--- src/rtl/modq_pkg.sv ---
`timescale 1ns/1ps
package modq_pkg;
   typedef enum logic {
      MQ_OP_ADD = 1'b0,
      MQ_OP_SUB = 1'b1
   } mq_op_e;

   localparam int MQ_DEF_WIDTH   = 12;
   localparam int MQ_DEF_MODULUS = 3329;
endpackage

--- src/rtl/modq_corr_core.sv ---
`timescale 1ns/1ps
module modq_corr_core #(
   parameter int W          = modq_pkg::MQ_DEF_WIDTH,
   parameter int MODULUS    = modq_pkg::MQ_DEF_MODULUS,
   parameter bit SHARED_ADD = 1'b1
) (
   input  logic                 op_sub,
   input  logic [W-1:0]         a,
   input  logic [W-1:0]         b,
   output logic [W-1:0]         r
);
   localparam int        WX    = W + 1;
   localparam logic [W:0] MOD_X = WX'(MODULUS);

   if (SHARED_ADD) begin : g_shared
      // one adder; b is inverted with carry-in for subtraction
      logic [W:0] b_ext;
      logic [W:0] raw;
      logic [W:0] corr;
      logic [W:0] fixed;
      logic       need_fix;
      always_comb begin
         b_ext    = op_sub ? ~{1'b0, b} : {1'b0, b};
         raw      = {1'b0, a} + b_ext + {{W{1'b0}}, op_sub};
         corr     = op_sub ? MOD_X : (~MOD_X + 1'b1);
         fixed    = raw + corr;
         need_fix = op_sub ? raw[W] : (raw >= MOD_X);
         r        = need_fix ? fixed[W-1:0] : raw[W-1:0];
      end
   end else begin : g_dual
      // separate add and subtract paths, muxed at the end
      logic [W:0] sum;
      logic [W:0] sum_fix;
      logic [W:0] diff;
      logic [W:0] diff_fix;
      logic [W-1:0] add_r;
      logic [W-1:0] sub_r;
      always_comb begin
         sum      = {1'b0, a} + {1'b0, b};
         sum_fix  = sum - MOD_X;
         diff     = {1'b0, a} - {1'b0, b};
         diff_fix = diff + MOD_X;
         add_r    = (sum >= MOD_X) ? sum_fix[W-1:0] : sum[W-1:0];
         sub_r    = diff[W] ? diff_fix[W-1:0] : diff[W-1:0];
         r        = op_sub ? sub_r : add_r;
      end
   end
endmodule

--- src/rtl/modq_hold_stage.sv ---
`timescale 1ns/1ps
module modq_hold_stage #(
   parameter int W          = modq_pkg::MQ_DEF_WIDTH,
   parameter bit CLEAR_DATA = 1'b1
) (
   input  logic         clk,
   input  logic         rst_n,
   input  logic         up_valid,
   output logic         up_ready,
   input  logic [W-1:0] up_data,
   output logic         dn_valid,
   input  logic         dn_ready,
   output logic [W-1:0] dn_data
);
   logic         full_q;
   logic [W-1:0] data_q;
   logic         load;

   assign up_ready = dn_ready | ~full_q;
   assign load     = up_valid & up_ready;

   always_ff @(posedge clk) begin
      if (!rst_n)         full_q <= 1'b0;
      else if (load)      full_q <= 1'b1;
      else if (dn_ready)  full_q <= 1'b0;
   end

   if (CLEAR_DATA) begin : g_clr
      always_ff @(posedge clk) begin
         if (!rst_n)      data_q <= '0;
         else if (load)   data_q <= up_data;
      end
   end else begin : g_noclr
      always_ff @(posedge clk) begin
         if (load)        data_q <= up_data;
      end
   end

   assign dn_valid = full_q;
   assign dn_data  = data_q;
endmodule

--- src/rtl/modq_addsub.sv ---
`timescale 1ns/1ps
module modq_addsub #(
   parameter int W          = modq_pkg::MQ_DEF_WIDTH,
   parameter int MODULUS    = modq_pkg::MQ_DEF_MODULUS,
   parameter bit SHARED_ADD = 1'b1,
   parameter bit CLEAR_DATA = 1'b1
) (
   input  logic         clk,
   input  logic         rst_n,
   input  logic [W-1:0] opnd_a,
   input  logic [W-1:0] opnd_b,
   input  logic         sub_sel,
   input  logic         in_valid,
   output logic         in_ready,
   output logic [W-1:0] res_data,
   output logic         out_valid,
   input  logic         out_ready
);
   if (W < 2 || W > 30) begin : g_bad_width
      $error("modq_addsub: W out of supported range");
   end
   if (MODULUS < 2 || MODULUS >= (1 << W)) begin : g_bad_mod
      $error("modq_addsub: MODULUS must fit in W bits");
   end

   logic [W-1:0] core_r;

   modq_corr_core #(
      .W(W), .MODULUS(MODULUS), .SHARED_ADD(SHARED_ADD)
   ) u_core (
      .op_sub (sub_sel),
      .a      (opnd_a),
      .b      (opnd_b),
      .r      (core_r)
   );

   modq_hold_stage #(
      .W(W), .CLEAR_DATA(CLEAR_DATA)
   ) u_stage (
      .clk      (clk),
      .rst_n    (rst_n),
      .up_valid (in_valid),
      .up_ready (in_ready),
      .up_data  (core_r),
      .dn_valid (out_valid),
      .dn_ready (out_ready),
      .dn_data  (res_data)
   );
endmodule

--- config.mk ---
export PLATFORM = sky130hd
export DESIGN_NAME = modq_addsub
export DESIGN_NICKNAME = d
export VERILOG_FILES = /design/src/rtl/modq_pkg.sv /design/src/rtl/modq_corr_core.sv /design/src/rtl/modq_hold_stage.sv /design/src/rtl/modq_addsub.sv
export SDC_FILE = /design/constraint.sdc
export NUM_CORES = 1
export LEC_CHECK = 0
export ABC_AREA = 0
export CORE_MARGIN = 3
export CORE_UTILIZATION = 55
export CTS_CLUSTER_DIAMETER = 30
export DETAILED_ROUTE_END_ITERATION = 12
export PLACE_DENSITY_LB_ADDON = 0.15
export SYNTH_ARGS = -nofsm -noshare
export SYNTH_HDL_FRONTEND = slang
export SYNTH_SLANG_ARGS = --single-unit
--- constraint.sdc ---
create_clock -name clk -period 7.8 [get_ports clk]
set_input_delay 1.56 -clock clk [delete_from_list [all_inputs] [get_ports clk]]
set_output_delay 1.56 -clock clk [all_outputs]
set_load 0.03 [all_outputs]
==> impl_results.md, run 1 <==
- Mapped Cells: 243
- Drt drc: 0
- CP required: 7.96 ns
- Design area: 2370 µm²
- Kind of critical path: input pin to register
- First-pass GRT wire length: 7450 µm
- CP cell instances: clkdlybuf4s50_1 > buf_4 > xor2_1 > ha_1 > and2_1 > a21oi_1 > xor2_1 > inv_1 > ha_1 > nand2_1 > o211ai_1 > o41ai_1 > nor3_1 > nor4_1 > nor2_1 > o21bai_1 > a31oi_1
- Slew Viols, Final: 0
- Die Ht: around 65 µm
- Fmax: 186 MHz
- Pleak: 0.958 nW
- Primary FF master, synth: dfxtp_1
- RSZ-0062 raised after global routing: no
- Final setup fails: 0
- CTS Sinks: 13
- Clk_skew: 0.00466 ns
- Post-layout power: ~470 µW
- Synth top area cells: ha_1 (16%), dfxtp_1 (14%), xor2_1 (9.2%)
- Hold Crit Class: register to register
- Starting density of the core: 60.1%
- GPL Wtd Cong: 0.872
- Slew headroom: 33.8%
- Post-CTS sizing: 0
- Worst Setup End Kind: register
- Seq/Total Area, Yosys: between 10% and 20%
- Arrival time at the worst endpoint: approximately 5.6 ns
- Port bufs: 42
- FF+latch area: about 260 µm²
- WL/cell: ~13 µm
- Share of cells above drive strength 1: 3.91%
- Worst-skew pair later-pin latency: 0.28 ns
- Top delay family on crit path: compound AO/OA/AOI/OAI gates
- Routed wire length: 4140 µm
- Worst-path fanout max: 17
- FILL cells: 255
- Top-count cell post-synth: ha_1
- Dpl cell area: 2340 µm²
- Site row count: 20
- Diode count: 0
- Distinct cells, synth: 53
- Nets: 336
- Clock root cell: clkbuf_4
- Io pins: 43
- Largest net degree at the start of global routing: 21
- Syn Std Cell Area: 1910 µm²
- Fin Hold WS: 0.493 ns
- Total global routing overflow: 0
- Die Area: 4210 µm²
- All-Layer GR Usage: approximately 21%
- CP Buf/Inv Count: 3
- Synth Area per Inst: 7.86 µm²
- Setup TNS: 0 ns
- Initial DRC Count: 95
- Yosys top cell by area: ha_1
- Vias in the first global route: 1790
- CP peak stage delay: 0.56 ns
- VDD IR max: about 79 µV
- Setup WS post-layout: 2.41 ns
- PD cells: 198 nW/µm²
- Avg Vias per Cell: 6.08
- Core area: 3180 µm²
- Number of max-cap violations: 0
- Initial antenna violation count: 0
- Yosys reg bits: 13
- Clock slew at reported path FFs: 0.08 ns
- Share of Yosys cell area claimed by the top area cell type: between 10% and 20%
- EDFF count, synth: 0
- Via count: 1975
- Final cycle utilization of the critical path: between 60 and 70%
- ANT nets after route: 0
- Final Critical Period: ~5.4 ns
- Area growth, synth to finish: 24.1%
- 1st-pass router iterations: 4
- Clock Path Buffers: 2
- Ys Warns: 0
- Setup Fix Bufs, Post-CTS: 0
- H-Tree Depth: 1
- Multi-input gate area: between 1500 and 2000 µm²
- CP Launch Type: input pin
- # hold bufs at CTS: 0
- Outcome: completed
- Hold Vio Cnt, Final: 0
- Post-synth top cells: ha_1 (24), o21ai_0 (20), xor2_1 (20)
- Pre-CTS setup slack: roughly 2.2 ns
- DIE WIDTH: 64.9 µm
- Crit-path slowest cell: clkdlybuf4s50_1
- TritonCTS buffer count: 3
- Post-synthesis async set-or-reset flop share: 0%
- CTS tree: built
- Syn Nets: roughly 300
- Worst Tran Pin Value: 0.986 ns
- Detailed Place HPWL: approximately 3400 µm
[worst register-to-register path: stages, from the launching register on]
cell and delay [ns]:
dfxtp_1 0.31, nand2b_1 0.12, and2_1 0.52, o21ai_0 0.18, a21oi_1 0.19, a311oi_1 0.07
[cell families after synthesis]
kind of cell,synth area share [%]
AOI/OAI and AO/OA,29.8
and+or+nand+nor,18.9
adders and majority gates,17.3
buffers and inverters,4.91
DFF,13.6
xor gates and xnor gates,14.2
muxes,1.31
[per-layer routing]
metal | global-route usage, % | wire (µm) | up-vias
li1 | - | - | 1003
met2 | 39.5 | 1980 | 60
met1 | 25.1 | 1910 | 907
met3 | 2.95 | 195 | 5
met5 | 0 | 0 | -
met4 | 7.12 | 51 | 0
[stage by stage]
step	util (%)	cells
after floorplan	-	243
after global placement	73.7	321
after detailed placement	73.7	321
after CTS	74.6	325
after global routing	74.6	325
final	74.6	325
[power breakdown]
group | internal, mW | leakage, nW | switching [mW] | total [mW]
logic | 0.150 | 0.835 | 0.195 | 0.345
registers | 0.0786 | 0.108 | 0.00516 | 0.0837
clock network | 0.0198 | 0.0150 | 0.0213 | 0.0411
total | 0.248 | 0.958 | 0.222 | 0.470
[worst paths after layout]
| path | to | slack, ns | from | cells after the start |
|---|---|---|---|---|
| setup / recovery | u_stage.dn_data[11]$_SDFFE_PN0P_ | 2.41 | sub_sel | 17 |
| hold / removal | u_stage.dn_data[2]$_SDFFE_PN0P_ | 0.49 | u_stage.dn_data[2]$_SDFFE_PN0P_ | 2 |
| setup reg to reg | u_stage.dn_data[3]$_SDFFE_PN0P_ | 6.29 | u_stage.dn_valid$_SDFFE_PN0P_ | 5 |
| hold reg to reg | u_stage.dn_data[2]$_SDFFE_PN0P_ | 0.49 | u_stage.dn_data[2]$_SDFFE_PN0P_ | 2 |
[placed cells by master (no fill, tap or decap), types with 11 or more instances in the layout]
cell type,netlist,layout
clkdlybuf4s50_1,0,42
ha_1,24,24
xor2_1,20,20
o21ai_0,20,20
nor2_1,13,13
nand2_1,13,13
dfxtp_1,13,13
a21oi_1,12,12
inv_1,12,12
nand3_1,12,12
xnor2_1,11,11
a211oi_1,11,11
[cell type report]
type	instances	area share, %
Timing Repair Buffer	43	18.1
Tap cell	44	2.32
Clock buffer	4	1.11
Multi-Input combinational cell	209	65.6
Sequential cell	13	11.0
Inverter	12	1.90
[sequential cells by signal (all words and copies together) (netlist names)]
register and count:
u_stage.dn_valid 1, u_stage.dn_data 12
Power figures use the tool's default switching activity.
==> run 2: changes to the inputs <==
Settings changed: CORE_UTILIZATION 55 to 51.
Clock period 7.8 ns to 5.1 ns, I/O delays scaled along.
==> impl_results.md, run 2 (synthesis results as in run 1) <==
- Reg2reg end: u_stage.dn_data[10]$_SDFFE_PN0P_ (was u_stage.dn_data[3]$_SDFFE_PN0P_)
- 1st-pass router iterations: 4 (unchanged)
- Placed instance count: 325 (was 321)
- Setup TNS: 0 ns (unchanged)
- Clock Path Buffers: 2 (unchanged)
- Worst-path fanout max: 6 (was 17)
- Most frequent cells in the layout: clkdlybuf4s50_1 (42), ha_1 (24), xor2_1 (20), o21ai_0 (20) (unchanged)
- Flop-to-flop setup slack: 3.58 ns (was 6.29 ns)
- Setup WS post-layout: 0.396 ns (was 2.41 ns)
- Post-CTS sizing: 0 (unchanged)
- Avg Vias per Cell: 5.78 (was 6.08)
- Worst r2r path cells: 5 (unchanged)
- Max FFs per register: 12 (unchanged)
- Die Ht: 67.2 µm (was 64.9 µm)
- Nets: 338 (was 336)
- Total global routing overflow: 0 (unchanged)
- Kind of critical path: input pin to register (unchanged)
- Hold Vio Cnt, Final: 0 (unchanged)
- RSZ-0062 raised after global routing: no (unchanged)
- Setup Fix Bufs, Post-CTS: 0 (unchanged)
- DIE WIDTH: 67.2 µm (was 64.9 µm)
- GPL Wtd Cong: 0.891 (was 0.872)
- Io pins: 43 (unchanged)
- FILL cells: 342 (was 255)
- # hold bufs at CTS: 0 (unchanged)
- Slew Viols, Final: 0 (unchanged)
- Detailed Place HPWL: 3410 µm (was 3400 µm)
- All-Layer GR Usage: 19.0% (was 21.4%)
- Slew headroom: 58.5% (was 33.8%)
- Clock slew at reported path FFs: 0.05 ns (was 0.08 ns)
- Vias in the first global route: 1695 (was 1790)
- Starting density of the core: 55.1% (was 60.1%)
- Port bufs: 42 (unchanged)
- PD cells: 312 nW/µm² (was 198 nW/µm²)
- RR Startpoint: u_stage.dn_valid$_SDFFE_PN0P_ (unchanged)
- First-pass GRT wire length: 6930 µm (was 7450 µm)
- Via count: 1900 (was 1975)
- Arrival time at the worst endpoint: 4.83 ns (was 5.55 ns)
- CP required: 5.22 ns (was 7.96 ns)
- TritonCTS buffer count: 3 (unchanged)
- Clk_skew: 0.00216 ns (was 0.00466 ns)
- Final setup fails: 0 (unchanged)
- Worst Tran Pin Value: 0.616 ns (was 0.986 ns)
- Final Critical Period: 4.70 ns
- Routed wire length: 4160 µm (was 4140 µm)
- Hold path endpoint: u_stage.dn_data[0]$_SDFFE_PN0P_ (was u_stage.dn_data[2]$_SDFFE_PN0P_)
- Area growth, synth to finish: 26.0% (was 24.1%)
- Worst Setup End Kind: register (unchanged)
- H-Tree Depth: 1 (unchanged)
- CTS tree: built (unchanged)
- Site row count: 21 (was 20)
- VDD IR max: 127 µV (was 78.8 µV)
- Core area: 3470 µm² (was 3180 µm²)
- Initial antenna violation count: 0 (unchanged)
- Worst-skew pair later-pin latency: 0.24 ns (was 0.28 ns)
- Pleak: 0.975 nW (was 0.958 nW)
- Drt drc: 0 (unchanged)
- HP Start: u_stage.dn_data[0]$_SDFFE_PN0P_ (was u_stage.dn_data[2]$_SDFFE_PN0P_)
- Pre-CTS setup slack: 0.178 ns (was 2.15 ns)
- Initial DRC Count: 101 (was 95)
- Share of cells above drive strength 1: 4.59% (was 3.91%)
- CP Launch Type: input pin (unchanged)
- Post-route insts no fill: 329 (was 325)
- Final cycle utilization of the critical path: between 90% and 100%
- Outcome: completed (unchanged)
- Number of max-cap violations: 0 (unchanged)
- Most common cell after layout, fill and taps aside: clkdlybuf4s50_1 (unchanged)
- Diode count: 0 (unchanged)
- Largest net degree at the start of global routing: 21 (unchanged)
- Die Area: 4510 µm² (was 4210 µm²)
- ANT nets after route: 0 (unchanged)
- Hold Crit Class: register to register (unchanged)
- CTS Sinks: 13 (unchanged)
- WL/cell: 12.6 µm (was 12.7 µm)
- Clock root cell: clkbuf_8 (was clkbuf_4)
- Fmax: between 200 and 250 MHz
- Worst Hold Depth: 2 (unchanged)
[run 2: cell count changes in the layout (fill, tap and decap cells not counted), sizes merged]
cell / before / now
buf: 1 / 3
[run 2: how the worst max path moves through the flow]
| stage | start | to | slack (ns) |
|---|---|---|---|
| after floorplan | sub_sel | u_stage.dn_data[11]$_SDFFE_PN0P_ | 0.68 |
| after global placement | sub_sel | u_stage.dn_data[11]$_SDFFE_PN0P_ | 0.31 |
| after detailed placement | sub_sel | u_stage.dn_data[11]$_SDFFE_PN0P_ | 0.18 |
| after CTS | sub_sel | u_stage.dn_data[11]$_SDFFE_PN0P_ | 0.43 |
| after global routing | sub_sel | u_stage.dn_data[11]$_SDFFE_PN0P_ | 0.02 |
| final | sub_sel | u_stage.dn_data[11]$_SDFFE_PN0P_ | 0.40 |
[run 2: per-stage QoR]
step	instance area (µm²)	hold WS [ns]	utilization [%]	power, mW
after floorplan	1910	0.616	-	0.532
after global placement	2360	0.489	68.1	0.651
after detailed placement	2360	0.492	68.1	0.661
after CTS	2410	0.499	69.4	0.752
after global routing	2410	0.538	69.4	0.822
final	2410	0.498	69.4	0.751
[run 2: area by class of cell]
| type | count | area (µm²) | area share [%] |
|---|---|---|---|
| sequential | 13 | 260 | 10.8 |
| multi-input combinational | 209 | 1560 | 64.6 |
| clock buffer | 4 | 45.0 | 1.87 |
| inverter | 12 | 45.0 | 1.87 |
| timing repair buffer | 45 | 443 | 18.4 |
| tap | 46 | 57.6 | 2.39 |
[run 2: layer usage]
layer	track usage, %	wire (µm)
met2	34.2	1930
met4	7.59	58
met1	23.0	1940
met5	0	0
met3	2.00	226
[run 2: critical path, stage by stage]
cell and delay [ns]:
clkdlybuf4s50_1 0.68, xor2_1 0.29, ha_1 0.28, and2_1 0.20, a21oi_1 0.18, xor2_1 0.25, inv_1 0.08, ha_1 0.33
nand2_1 0.11, o211ai_1 0.13, o41ai_1 0.51, nor3_1 0.15, nor4_1 0.29, nor2_1 0.07, o21bai_1 0.14, a31oi_1 0.09
[run 2: power by group]
part           total, mW  internal [mW]  switching [mW]
combinational      0.534          0.234           0.300
sequential         0.128          0.120         0.00788
clock             0.0890         0.0550          0.0340
total              0.751          0.410           0.341
